`config.mk`:
```
export PLATFORM = sky130hd
export DESIGN_NAME = cascade_wdt_top
export DESIGN_NICKNAME = d
export VERILOG_FILES = /design/src/rtl/cascade_wdt_pkg.sv /design/src/rtl/cwt_counter.sv /design/src/rtl/cwt_pulse.sv /design/src/rtl/cascade_wdt_top.sv
export SDC_FILE = /design/constraint.sdc
export NUM_CORES = 1
export LEC_CHECK = 0
export BUFFER_PORTS_ARGS = -buffer_cell sky130_fd_sc_hd__buf_2
export CAP_MARGIN = 20
export CORE_MARGIN = 8
export CORE_UTILIZATION = 49
export DETAILED_ROUTE_END_ITERATION = 10
export PLACE_DENSITY_LB_ADDON = 0.15
export REMOVE_ABC_BUFFERS = 1
export SLEW_MARGIN = 20
export SYNTH_ARGS = -nofsm -noshare
export SYNTH_HDL_FRONTEND = slang
export SYNTH_SLANG_ARGS = --single-unit
export TNS_END_PERCENT = 1
```
`constraint.sdc`:
```
create_clock -name clk_i -period 2.3 [get_ports clk_i]
set_input_delay 0.115 -clock clk_i [delete_from_list [all_inputs] [get_ports clk_i]]
set_output_delay 0.115 -clock clk_i [all_outputs]
set_load 0.02 [all_outputs]
```
`src/rtl/cascade_wdt_pkg.sv`:
```
package cascade_wdt_pkg;
  localparam int unsigned CFG_W     = 8;
  localparam int unsigned CHAIN_BIT = 6;
  localparam int unsigned WDOG_BIT  = 5;
endpackage

```
`src/rtl/cwt_counter.sv`:
```
module cwt_counter #(
  parameter int unsigned W = 16
) (
  input  logic         clk_i,
  input  logic         rst_ni,
  input  logic         inc_i,
  input  logic         ld_i,
  input  logic [W-1:0] ld_val_i,
  input  logic         clr_i,
  output logic [W-1:0] cnt_o,
  output logic         wrap_o,
  output logic         flag_o
);
  logic [W-1:0] cnt_q;
  logic         flag_q;

  assign wrap_o = inc_i && !ld_i && (cnt_q == {W{1'b1}});

  always_ff @(posedge clk_i or negedge rst_ni) begin
    if (!rst_ni) begin
      cnt_q  <= '0;
      flag_q <= 1'b0;
    end else begin
      if (ld_i)       cnt_q <= ld_val_i;
      else if (inc_i) cnt_q <= cnt_q + 1'b1;
      if (wrap_o)     flag_q <= 1'b1;
      else if (clr_i) flag_q <= 1'b0;
    end
  end

  assign cnt_o  = cnt_q;
  assign flag_o = flag_q;

  assert_hold_R3: assert property (@(posedge clk_i) disable iff (!rst_ni)
    (!inc_i && !ld_i) |=> $stable(cnt_q));
  assert_flag_sticky_R4: assert property (@(posedge clk_i) disable iff (!rst_ni)
    (flag_q && !clr_i) |=> flag_q);
  assert_load_wins_R7: assert property (@(posedge clk_i) disable iff (!rst_ni)
    ld_i |=> (cnt_q == $past(ld_val_i)));
endmodule

```
`src/rtl/cwt_pulse.sv`:
```
module cwt_pulse #(
  parameter int unsigned LEN = 16
) (
  input  logic clk_i,
  input  logic rst_ni,
  input  logic trig_i,
  output logic pulse_o,
  output logic done_o
);
  localparam int unsigned CW = (LEN > 1) ? $clog2(LEN) : 1;
  localparam logic [CW-1:0] LAST = CW'(LEN - 1);

  logic          act_q;
  logic [CW-1:0] cnt_q;

  assign done_o = act_q && (cnt_q == LAST);

  always_ff @(posedge clk_i or negedge rst_ni) begin
    if (!rst_ni) begin
      act_q <= 1'b0;
      cnt_q <= '0;
    end else if (!act_q) begin
      if (trig_i) begin
        act_q <= 1'b1;
        cnt_q <= '0;
      end
    end else if (done_o) begin
      act_q <= 1'b0;
    end else begin
      cnt_q <= cnt_q + 1'b1;
    end
  end

  assign pulse_o = act_q;

  assert_start_R9: assert property (@(posedge clk_i) disable iff (!rst_ni)
    $rose(act_q) |-> (cnt_q == '0));
endmodule

```
`src/rtl/cascade_wdt_top.sv`:
```
module cascade_wdt_top
  import cascade_wdt_pkg::*;
#(
  parameter int unsigned CNT_W   = 16,
  parameter int unsigned RST_LEN = 16
) (
  input  logic             clk_i,
  input  logic             rst_ni,
  input  logic             cnt_en_i,
  input  logic             a_wr_i,
  input  logic [CNT_W-1:0] a_wdata_i,
  input  logic             b_wr_i,
  input  logic [CNT_W-1:0] b_wdata_i,
  input  logic             a_clr_i,
  input  logic             b_clr_i,
  input  logic             cfg_wr_i,
  input  logic [CFG_W-1:0] cfg_wdata_i,
  output logic [CNT_W-1:0] a_cnt_o,
  output logic [CNT_W-1:0] b_cnt_o,
  output logic             a_ovf_o,
  output logic             b_ovf_o,
  output logic             chain_o,
  output logic             wdog_o,
  output logic             sys_rst_o
);
  logic chain_q, wdog_q;
  logic a_wrap, b_wrap, b_inc, b_clr;
  logic pulse, pulse_done;

  always_ff @(posedge clk_i or negedge rst_ni) begin
    if (!rst_ni) begin
      chain_q <= 1'b0;
      wdog_q  <= 1'b0;
    end else begin
      if (cfg_wr_i) chain_q <= cfg_wdata_i[CHAIN_BIT];
      // watchdog bit: set-only from software, cleared by pulse end
      if (pulse_done)    wdog_q <= 1'b0;
      else if (cfg_wr_i) wdog_q <= wdog_q | cfg_wdata_i[WDOG_BIT];
    end
  end

  assign b_inc = chain_q ? (cnt_en_i && a_wrap) : cnt_en_i;
  assign b_clr = (b_clr_i && !wdog_q) || pulse_done;

  cwt_counter #(.W(CNT_W)) u_cnt_a (
    .clk_i, .rst_ni,
    .inc_i(cnt_en_i), .ld_i(a_wr_i), .ld_val_i(a_wdata_i), .clr_i(a_clr_i),
    .cnt_o(a_cnt_o), .wrap_o(a_wrap), .flag_o(a_ovf_o)
  );

  cwt_counter #(.W(CNT_W)) u_cnt_b (
    .clk_i, .rst_ni,
    .inc_i(b_inc), .ld_i(b_wr_i), .ld_val_i(b_wdata_i), .clr_i(b_clr),
    .cnt_o(b_cnt_o), .wrap_o(b_wrap), .flag_o(b_ovf_o)
  );

  cwt_pulse #(.LEN(RST_LEN)) u_pulse (
    .clk_i, .rst_ni,
    .trig_i(wdog_q && b_ovf_o),
    .pulse_o(pulse), .done_o(pulse_done)
  );

  assign chain_o   = chain_q;
  assign wdog_o    = wdog_q;
  assign sys_rst_o = pulse;

  assert_chain_carry_R5: assert property (@(posedge clk_i) disable iff (!rst_ni)
    (chain_q && !b_wr_i && (a_cnt_o != {CNT_W{1'b1}})) |=> $stable(b_cnt_o));
  assert_rst_cause_R9: assert property (@(posedge clk_i) disable iff (!rst_ni)
    $rose(sys_rst_o) |-> ($past(wdog_q) && $past(b_ovf_o)));
  assert_rst_clear_R10: assert property (@(posedge clk_i) disable iff (!rst_ni)
    $fell(sys_rst_o) |-> (!wdog_q && !b_wrap |-> !b_ovf_o));
  assert_wdog_sticky_R11: assert property (@(posedge clk_i) disable iff (!rst_ni)
    (wdog_q && !sys_rst_o) |=> wdog_q);
  assert_flag_locked_R11: assert property (@(posedge clk_i) disable iff (!rst_ni)
    (wdog_q && b_ovf_o && !sys_rst_o) |=> b_ovf_o);
endmodule

```
Word-level counts from Yosys, hierarchy flattened --
Index checks and enable logic that the tools add are counted.
Storage, ports and cells: flip-flop bits (word level) 41, input bits 48, output and inout bits 37, word-level logic and storage cells 52
Operators by class: $add $sub $neg 3, eq/ne operators 4, mux-type cells 17, bitwise gates (word level) 1, reduce and logical (&&, ||, !) cells 19
Operator list (number):
- two-way mux 16 bit | 4
- adder 16 x 1 -> 16 bit, second input constant | 2
- equality test 16 bit, second input constant | 2
- two-way mux 4 bit | 3
- nonzero test 2 bit | 6
- two-way mux 1 bit | 10
- logical AND 1 bit | 8
- adder 4 x 1 -> 4 bit, second input constant | 1
- equality test 4 bit, second input constant | 1
- logical NOT 1 bit | 3
- != test 2 bit, second input constant | 1
- AND reduction 2 bit | 1
- logical OR 1 bit | 1
- bitwise OR 1 bit | 1

Depth between registers and ports, before layout --
Gate-level depths: netlist of the first run.
depth in word-level cells 8, depth in mapped cells 7, mapped depth without buffers 6

By module --
A second synthesis of the first run with hierarchy kept.
Second synthesis, totals: cells, all modules 243, area total of the unflattened synthesis 2219.6 um^2
Modules (own cells, without submodules):
- cwt_counter | instances 2, cells each 104, area each 937.1 um^2, seq. area each 425.4 um^2
- cwt_pulse | instances 1, cells each 25, area each 242.7 um^2, seq. area each 125.1 um^2
- cascade_wdt_top | instances 1, cells each 10, area each 102.6 um^2, seq. area each 50.0 um^2

Worst setup path before layout of the first run --
Ideal clock, no wire load.
path kind register to register, start point register u_cnt_a.cnt_q[0], in the netlist u_cnt_a.cnt_o[0], end point register u_cnt_b.cnt_q[13], in the netlist u_cnt_b.cnt_o[13], setup time 0.124 ns, data arrival time 1.855 ns, required time 2.176 ns, path slack 0.321 ns, cell stages (with the launch flop) 8, path buffers 1, period minus slack after synthesis 1.979 ns, cell sequence dfrtp_1 > ha_1 > nand4_4 > nor3_4 > a21o_2 > buf_2 > a31oi_1 > o31a_1
On the way: cells in the longest elaborated chain, start to end 5
Ends and longest elaborated chain:
- start: declaration | RTL line cwt_counter.sv:14 | logic [W-1:0] cnt_q;
- start signal: assignment | RTL line cwt_counter.sv:24 | if (ld_i) cnt_q <= ld_val_i;
- start signal: assignment | RTL line cwt_counter.sv:25 | else if (inc_i) cnt_q <= cnt_q + 1'b1;
- equality test 16 bit | RTL line cwt_counter.sv:17 | assign wrap_o = inc_i && !ld_i && (cnt_q == {W{1'b1}});
- logical AND 1 bit | RTL line cwt_counter.sv:17
- logical AND 1 bit | RTL line cascade_wdt_top.sv:42 | assign b_inc = chain_q ? (cnt_en_i && a_wrap) : cnt_en_i;
- two-way mux 1 bit | RTL line cascade_wdt_top.sv:42
- nonzero test 2 bit (no source line)
- end signal: assignment | RTL line cwt_counter.sv:24
- end signal: assignment | RTL line cwt_counter.sv:25
- end: declaration | RTL line cwt_counter.sv:14
No other way between the ends. A chain may end at the register's enable or synchronous reset.

Worst setup path in the final report of the first run --
start point register u_cnt_a.cnt_q[9], in the netlist u_cnt_a.cnt_o[9], end point register u_cnt_b.cnt_q[14], in the netlist u_cnt_b.cnt_o[14]
The elaborated chain is that of the path after synthesis.

==> flow_metrics.py, run 1 <==
metrics = {
    "run_status": {
        "outcome": "completed",
    },
    "yosys": {
        "syn_area_um2": 2280,
        "synth_cells": 250,
        "yosys.area.top_type_share_pct": 45.01,
        "synth-edff-count": 0,
        "synth_ff_type": "dfrtp_1",
        "synth_area_leaders": "dfrtp_1, nand2_1, o21ai_0",
        "synth_top_area_cell": "dfrtp_1",
        "yosysSeqAreaShare_pct": 45.01,
        "synth_cell_type_count": 43,
        "syn-mean-instance-area_um2": 9.119,
        "synth_commonest_cells": "dfrtp_1, nand2_1, o21ai_0",
        "ys_async_sr_fraction_pct": 100.0,
        "synth_most_common_cell": "dfrtp_1",
        "synth-seq-cells": 41,
        "yosysWarningCount": 0,
    },
    "hold_path": {
        "holdPathStages": 2,
        "min_path_type": "input pin to flip-flop",
        "hold_end": "u_cnt_a.flag_o",
        "min-delay-start": "a_clr_i",
    },
    "worst_setup_path": {
        "rrSetupSlack_ps": 280,
        "r2r_cells": 5,
        "worst_r2r_endpoint": "u_cnt_b.cnt_o[14]",
        "crit_required_ps": 2520,
        "cp_max_fo": 12,
        "r2r-start": "u_cnt_a.cnt_o[9]",
        "crit_path_start_kind": "flip-flop",
        "worstPathArrival_ps": 2230,
        "critical_path_class": "flip-flop to flip-flop",
        "endpoint_kind": "flip-flop",
    },
    "finish": {
        "diodes": 0,
        "drive_gt1_share_pct": 30.09,
        "nNetsFinal": 379,
        "final_cell_count_no_fill": 383,
        "syn2layout_area_growth_pct": 22.28,
    },
    "global_route": {
        "met2_usage_pct": 27.02,
        "grt_pass1_vias": 2139,
        "met3_usage_pct": 4.937,
        "met1_usage_pct": 18.58,
        "antenna_found_initial": 0,
        "gr-max-usage-layer": "met2",
        "grt_pass1_wl_um": 9480,
        "grtUsageTotal_pct": 16.06,
        "grt_max_degree": 42,
        "grt_overflow": 0,
    },
    "clock_tree": {
        "clock-root-buffer": "clkbuf_8",
        "cts_sinks": 41,
        "clockBufferDepth": 2,
        "clk_pin_slew_ps": 80,
        "cts_buffers": 5,
        "cts_tree": "yes",
        "cts-htree-levels": 2,
        "clock_latency_ps": 290,
    },
    "timing": {
        "fmax_mhz": 496.0,
        "rsz0062_at_grt": "no",
        "maxSlewViolCount": 0,
        "min_period_ps": 2016,
        "relSlewSlack_pct": 38.62,
        "finalClockSkew_ps": 12.23,
        "setup_viol": 0,
        "hold_violations": 0,
        "setup_tns_ps": 0,
        "layout_worst_path_cycle_share_pct": 87.65,
        "worstMarginPinSlew_ps": 920.7,
    },
    "floorplanning": {
        "die_x_um": 84.21,
        "core_um2": 4598,
        "rows": 25,
        "dieArea_um2": 7091,
        "die_y_um": 84.21,
        "pin_count": 85,
        "start_util_pct": 49.58,
    },
    "drt": {
        "drt_iter0_drc": 80,
        "viasPerCell": 5.366,
        "ant_nets": 0,
        "routed_wl_um": 5429,
        "num_vias": 2055,
        "wl_per_cell_um": 14.17,
        "drt_pre_antenna_iters": 4,
        "drc": 0,
    },
    "placed_design": {
        "dpl.hpwl_um": 4158,
        "dpl.cell_count": 374,
        "numPortBuffers": 78,
        "place_congestion": 0.7698,
    },
    "power": {
        "p_leak_uw": 0.001297,
        "powerDensity_nw_per_um2": 616.9,
        "ir_drop_mv": 0.3609,
    },
    "run": {
        "maxCapViolCount": 0,
    },
}
## cell usage in the layout (no fill, tap or decap), types with 4 or more instances in the layout
| cell type | instances |
|---|---|
| buf_2 | 78 |
| dfrtp_1 | 41 |
| nand2_1 | 38 |
| o21ai_0 | 25 |
| nor2_1 | 17 |
| inv_1 | 11 |
| xnor2_1 | 10 |
| nand4_1 | 9 |
| a31oi_1 | 9 |
| nand3_1 | 8 |
| xor2_1 | 8 |
| nor2b_1 | 5 |
| and3_1 | 5 |
| mux2i_1 | 5 |
| or3_1 | 5 |
| clkbuf_8 | 5 |
| nor3_1 | 4 |
## worst max-delay path: stages, from the launching register on
cell and delay, ps:
dfrtp_1 440, nand4_1 240, nor2_1 280, a41oi_2 330, or4_1 490, a31oi_1 170
## registers in the layout, indices dropped and copies added (netlist names)
name and count:
chain_o 1, u_cnt_a.cnt_o 16, u_cnt_a.flag_o 1, u_pulse.pulse_o 1, wdog_o 1, u_pulse.cnt_q 4, u_cnt_b.flag_o 1, u_cnt_b.cnt_o 16
## stage by stage
| step | hold WS, ps | cell area [µm²] | util (%) | setup slack [ps] | total power, µW |
|---|---|---|---|---|---|
| 2_1_floorplan | -180.6 | 2222 | - | 265.5 | 1114 |
| 3_3_place_gp | 310.8 | 2695 | 58.61 | 335.0 | 1281 |
| 3_5_place_dp | 305.2 | 2695 | 58.61 | 312.8 | 1290 |
| 4_1_cts | 18.45 | 2788 | 60.63 | 299.9 | 1746 |
| 5_1_grt | 27.77 | 2788 | 60.63 | 110.4 | 1826 |
| 6_report | 25.79 | 2788 | 60.63 | 284.0 | 1720 |
## area by class of cell
cell class | count | area, µm²
fill | 418 | 1810
timing repair buffer | 81 | 415.4
inverter | 12 | 45.04
tap | 54 | 67.56
clock inverter | 2 | 10.01
clock buffer | 6 | 72.57
multi-input combinational | 187 | 1151
sequential | 41 | 1026
## metal layers
| layer | share of wire (%) | routed length, µm | vias to the layer above |
|---|---|---|---|
| met4 | 1.5 | 81 | 0 |
| li1 | - | - | 1035 |
| met3 | 6.4 | 350 | 6 |
| met1 | 43 | 2327 | 951 |
| met5 | 0 | 0 | - |
| met2 | 49 | 2671 | 63 |
## worst max-delay path by stage
stage          slack, ps  cells after the start                 to              from
5_1_grt              110                      5  u_cnt_b.cnt_o[14]  u_cnt_a.cnt_o[9]
3_5_place_dp         310                      5  u_cnt_b.cnt_o[14]  u_cnt_a.cnt_o[9]
4_1_cts              300                      5  u_cnt_b.cnt_o[14]  u_cnt_a.cnt_o[9]
3_3_place_gp         340                      6  u_cnt_b.cnt_o[14]  u_cnt_a.cnt_o[0]
6_report             280                      5  u_cnt_b.cnt_o[14]  u_cnt_a.cnt_o[9]
2_1_floorplan        270                      6  u_cnt_b.cnt_o[14]  u_cnt_a.cnt_o[0]
## where the power goes
| part | internal (µW) | switching (µW) |
|---|---|---|
| logic | 158 | 235 |
| registers | 791 | 86.3 |
| clock network | 210 | 239 |
## cells by family after synthesis
family | count (synthesis) | synth area share, %
simple gates | 106 | 24.04
mux | 8 | 3.677
buf+inv | 22 | 4.500
xor+xnor | 18 | 6.915
flops | 41 | 45.01
fa+ha+maj | 3 | 1.647
compound gates | 52 | 14.22
## repair_timing
action / in CTS / in global routing
buffers inserted: 0 / 0
gates resized for setup: 0 / 0
endpoints found under the hold margin: 32 / 0
hold buffers: 1 / 0
Note: power is estimated with default switching activity, not from simulation.
==> inputs of run 2 (changes only) <==
- CORE_ASPECT_RATIO: unset -> 0.5
- clock period: 2.3 -> 2.1 ns (I/O delays scaled with it)
==> flow_metrics.py, run 2 (synthesis results as in run 1) <==
metrics = {
    "hold_path": {
        "min_path_type": "input pin to flip-flop",
        "holdPathStages": 2,
    },
    "worst_setup_path": {
        "crit_path_start_kind": "flip-flop",
        "crit_required_ps": 2290,
        "cp_max_fo": 10,
        "worstPathArrival_ps": 2140,
        "endpoint_kind": "flip-flop",
        "r2r_cells": 7,
        "critical_path_class": "flip-flop to flip-flop",
    },
    "global_route": {
        "grt_max_degree": 42,
        "grt_overflow": 0,
        "grt_pass1_vias": 2170,
        "grt_pass1_wl_um": 9763,
        "antenna_found_initial": 0,
        "grtUsageTotal_pct": 16.28,
    },
    "drt": {
        "drc": 0,
        "routed_wl_um": 5698,
        "ant_nets": 0,
        "viasPerCell": 5.366,
        "drt_pre_antenna_iters": 4,
        "drt_iter0_drc": 100,
        "num_vias": 2098,
        "wl_per_cell_um": 14.57,
    },
    "floorplanning": {
        "die_y_um": 64.23,
        "die_x_um": 112.5,
        "pin_count": 85,
        "core_um2": 4446,
        "rows": 17,
        "dieArea_um2": 7223,
        "start_util_pct": 51.28,
    },
    "timing": {
        "rsz0062_at_grt": "no",
        "fmax_mhz": 511.7,
        "layout_worst_path_cycle_share_pct": 93.06,
        "min_period_ps": 1954,
        "setup_viol": 0,
        "holdWs_ps": 8.234,
        "finalClockSkew_ps": 4.384,
        "setup_tns_ps": 0,
        "hold_violations": 0,
        "relSlewSlack_pct": 38.25,
        "maxSlewViolCount": 0,
        "worstMarginPinSlew_ps": 926.2,
    },
    "placed_design": {
        "numPortBuffers": 78,
        "place_congestion": 0.7739,
        "dpl.hpwl_um": 4328,
        "dpl.cell_count": 379,
    },
    "run_status": {
        "outcome": "completed",
    },
    "run": {
        "maxCapViolCount": 0,
    },
    "clock_tree": {
        "cts_tree": "yes",
        "clk_pin_slew_ps": 80,
        "cts_sinks": 41,
        "clockBufferDepth": 2,
        "cts-htree-levels": 2,
        "cts_buffers": 5,
        "clock_latency_ps": 300,
        "clock-root-buffer": "clkbuf_8",
    },
    "finish": {
        "nNetsFinal": 384,
        "layout_commonest_cell": "buf_2",
        "drive_gt1_share_pct": 31.44,
        "syn2layout_area_growth_pct": 26.56,
        "diodes": 0,
        "final_cell_count_no_fill": 391,
        "fillers": 384,
        "most-common-layout-cells": "buf_2, dfrtp_1, nand2_1",
    },
    "power": {
        "ir_drop_mv": 0.3900,
        "powerDensity_nw_per_um2": 750.8,
        "finalPower_uw": 2166,
        "p_leak_uw": 0.001342,
    },
}
==> run 2: cell types whose count changed in the layout (fill, tap and decap cells not counted) <==
cell,change
buf_4,+4
bufinv_16,+2
clkbuf_1,-1
clkinv_2,-1
dlygate4sd3_1,+1
ha_1,-1
ha_2,+1
==> run 2: worst paths after layout <==
kind / startpoint / to / slack [ps]
hold reg to reg: u_cnt_a.flag_o / u_cnt_a.flag_o / 550
setup / recovery: u_cnt_a.cnt_o[1] / u_cnt_b.cnt_o[13] / 150
max in group asynchronous: rst_ni / u_cnt_b.cnt_o[13] / 1040
setup reg to reg: u_cnt_a.cnt_o[1] / u_cnt_b.cnt_o[13] / 150
hold / removal: a_clr_i / u_cnt_a.flag_o / 8
min in group asynchronous: rst_ni / u_cnt_b.cnt_o[7] / 470
==> run 2: where the power goes <==
group	internal (µW)	switching (µW)	total, µW	leakage, µW
registers	866	99.3	966	0.000491
clock network	472	284	756	0.0000681
logic	184	260	445	0.000782
total	1520	643	2170	0.00134
==> run 2: layout make-up <==
type	count	area [µm²]	share of cell area (%)
multi-input combinational	187	1154	39.98
sequential	41	1026	35.56
timing repair buffer	86	455.4	15.78
tap	57	71.32	2.472
clock buffer	5	68.82	2.385
clock inverter	3	65.06	2.255
inverter	12	45.04	1.561
==> run 2: metal layers <==
layer,wire [µm],track usage (%),vias to the layer above
li1,-,-,1049
met1,2517,18.38,994
met2,2761,28.59,47
met3,356,5.899,8
met4,62,4.992,0
met5,0,0,-
==> run 2: repair_timing <==
action / 4_1_cts / 5_1_grt
gates resized for setup: 0 / 1
endpoints found under the hold margin: 42 / 0
hold buffers: 2 / 0
endpoints found under the setup margin: 0 / 2
buffers inserted: 0 / 2
==> run 2: critical path, stage by stage (launching register included) <==
cell and delay (ps):
dfrtp_1 400, ha_2 230, nand4_4 110, nor3_4 250
buf_4 170, a21o_2 280, a31oi_1 130, o31a_1 280
==> run 2: stage by stage <==
step | util (%) | worst slack (ps) | instance area (µm²)
final | 64.90 | 145.7 | 2885
after global routing | 64.90 | 26.12 | 2885
after CTS | 64.51 | 84.99 | 2868
after detailed placement | 61.05 | 108.2 | 2714
after global placement | 61.05 | 167.0 | 2714
after floorplan | - | 65.50 | 2222
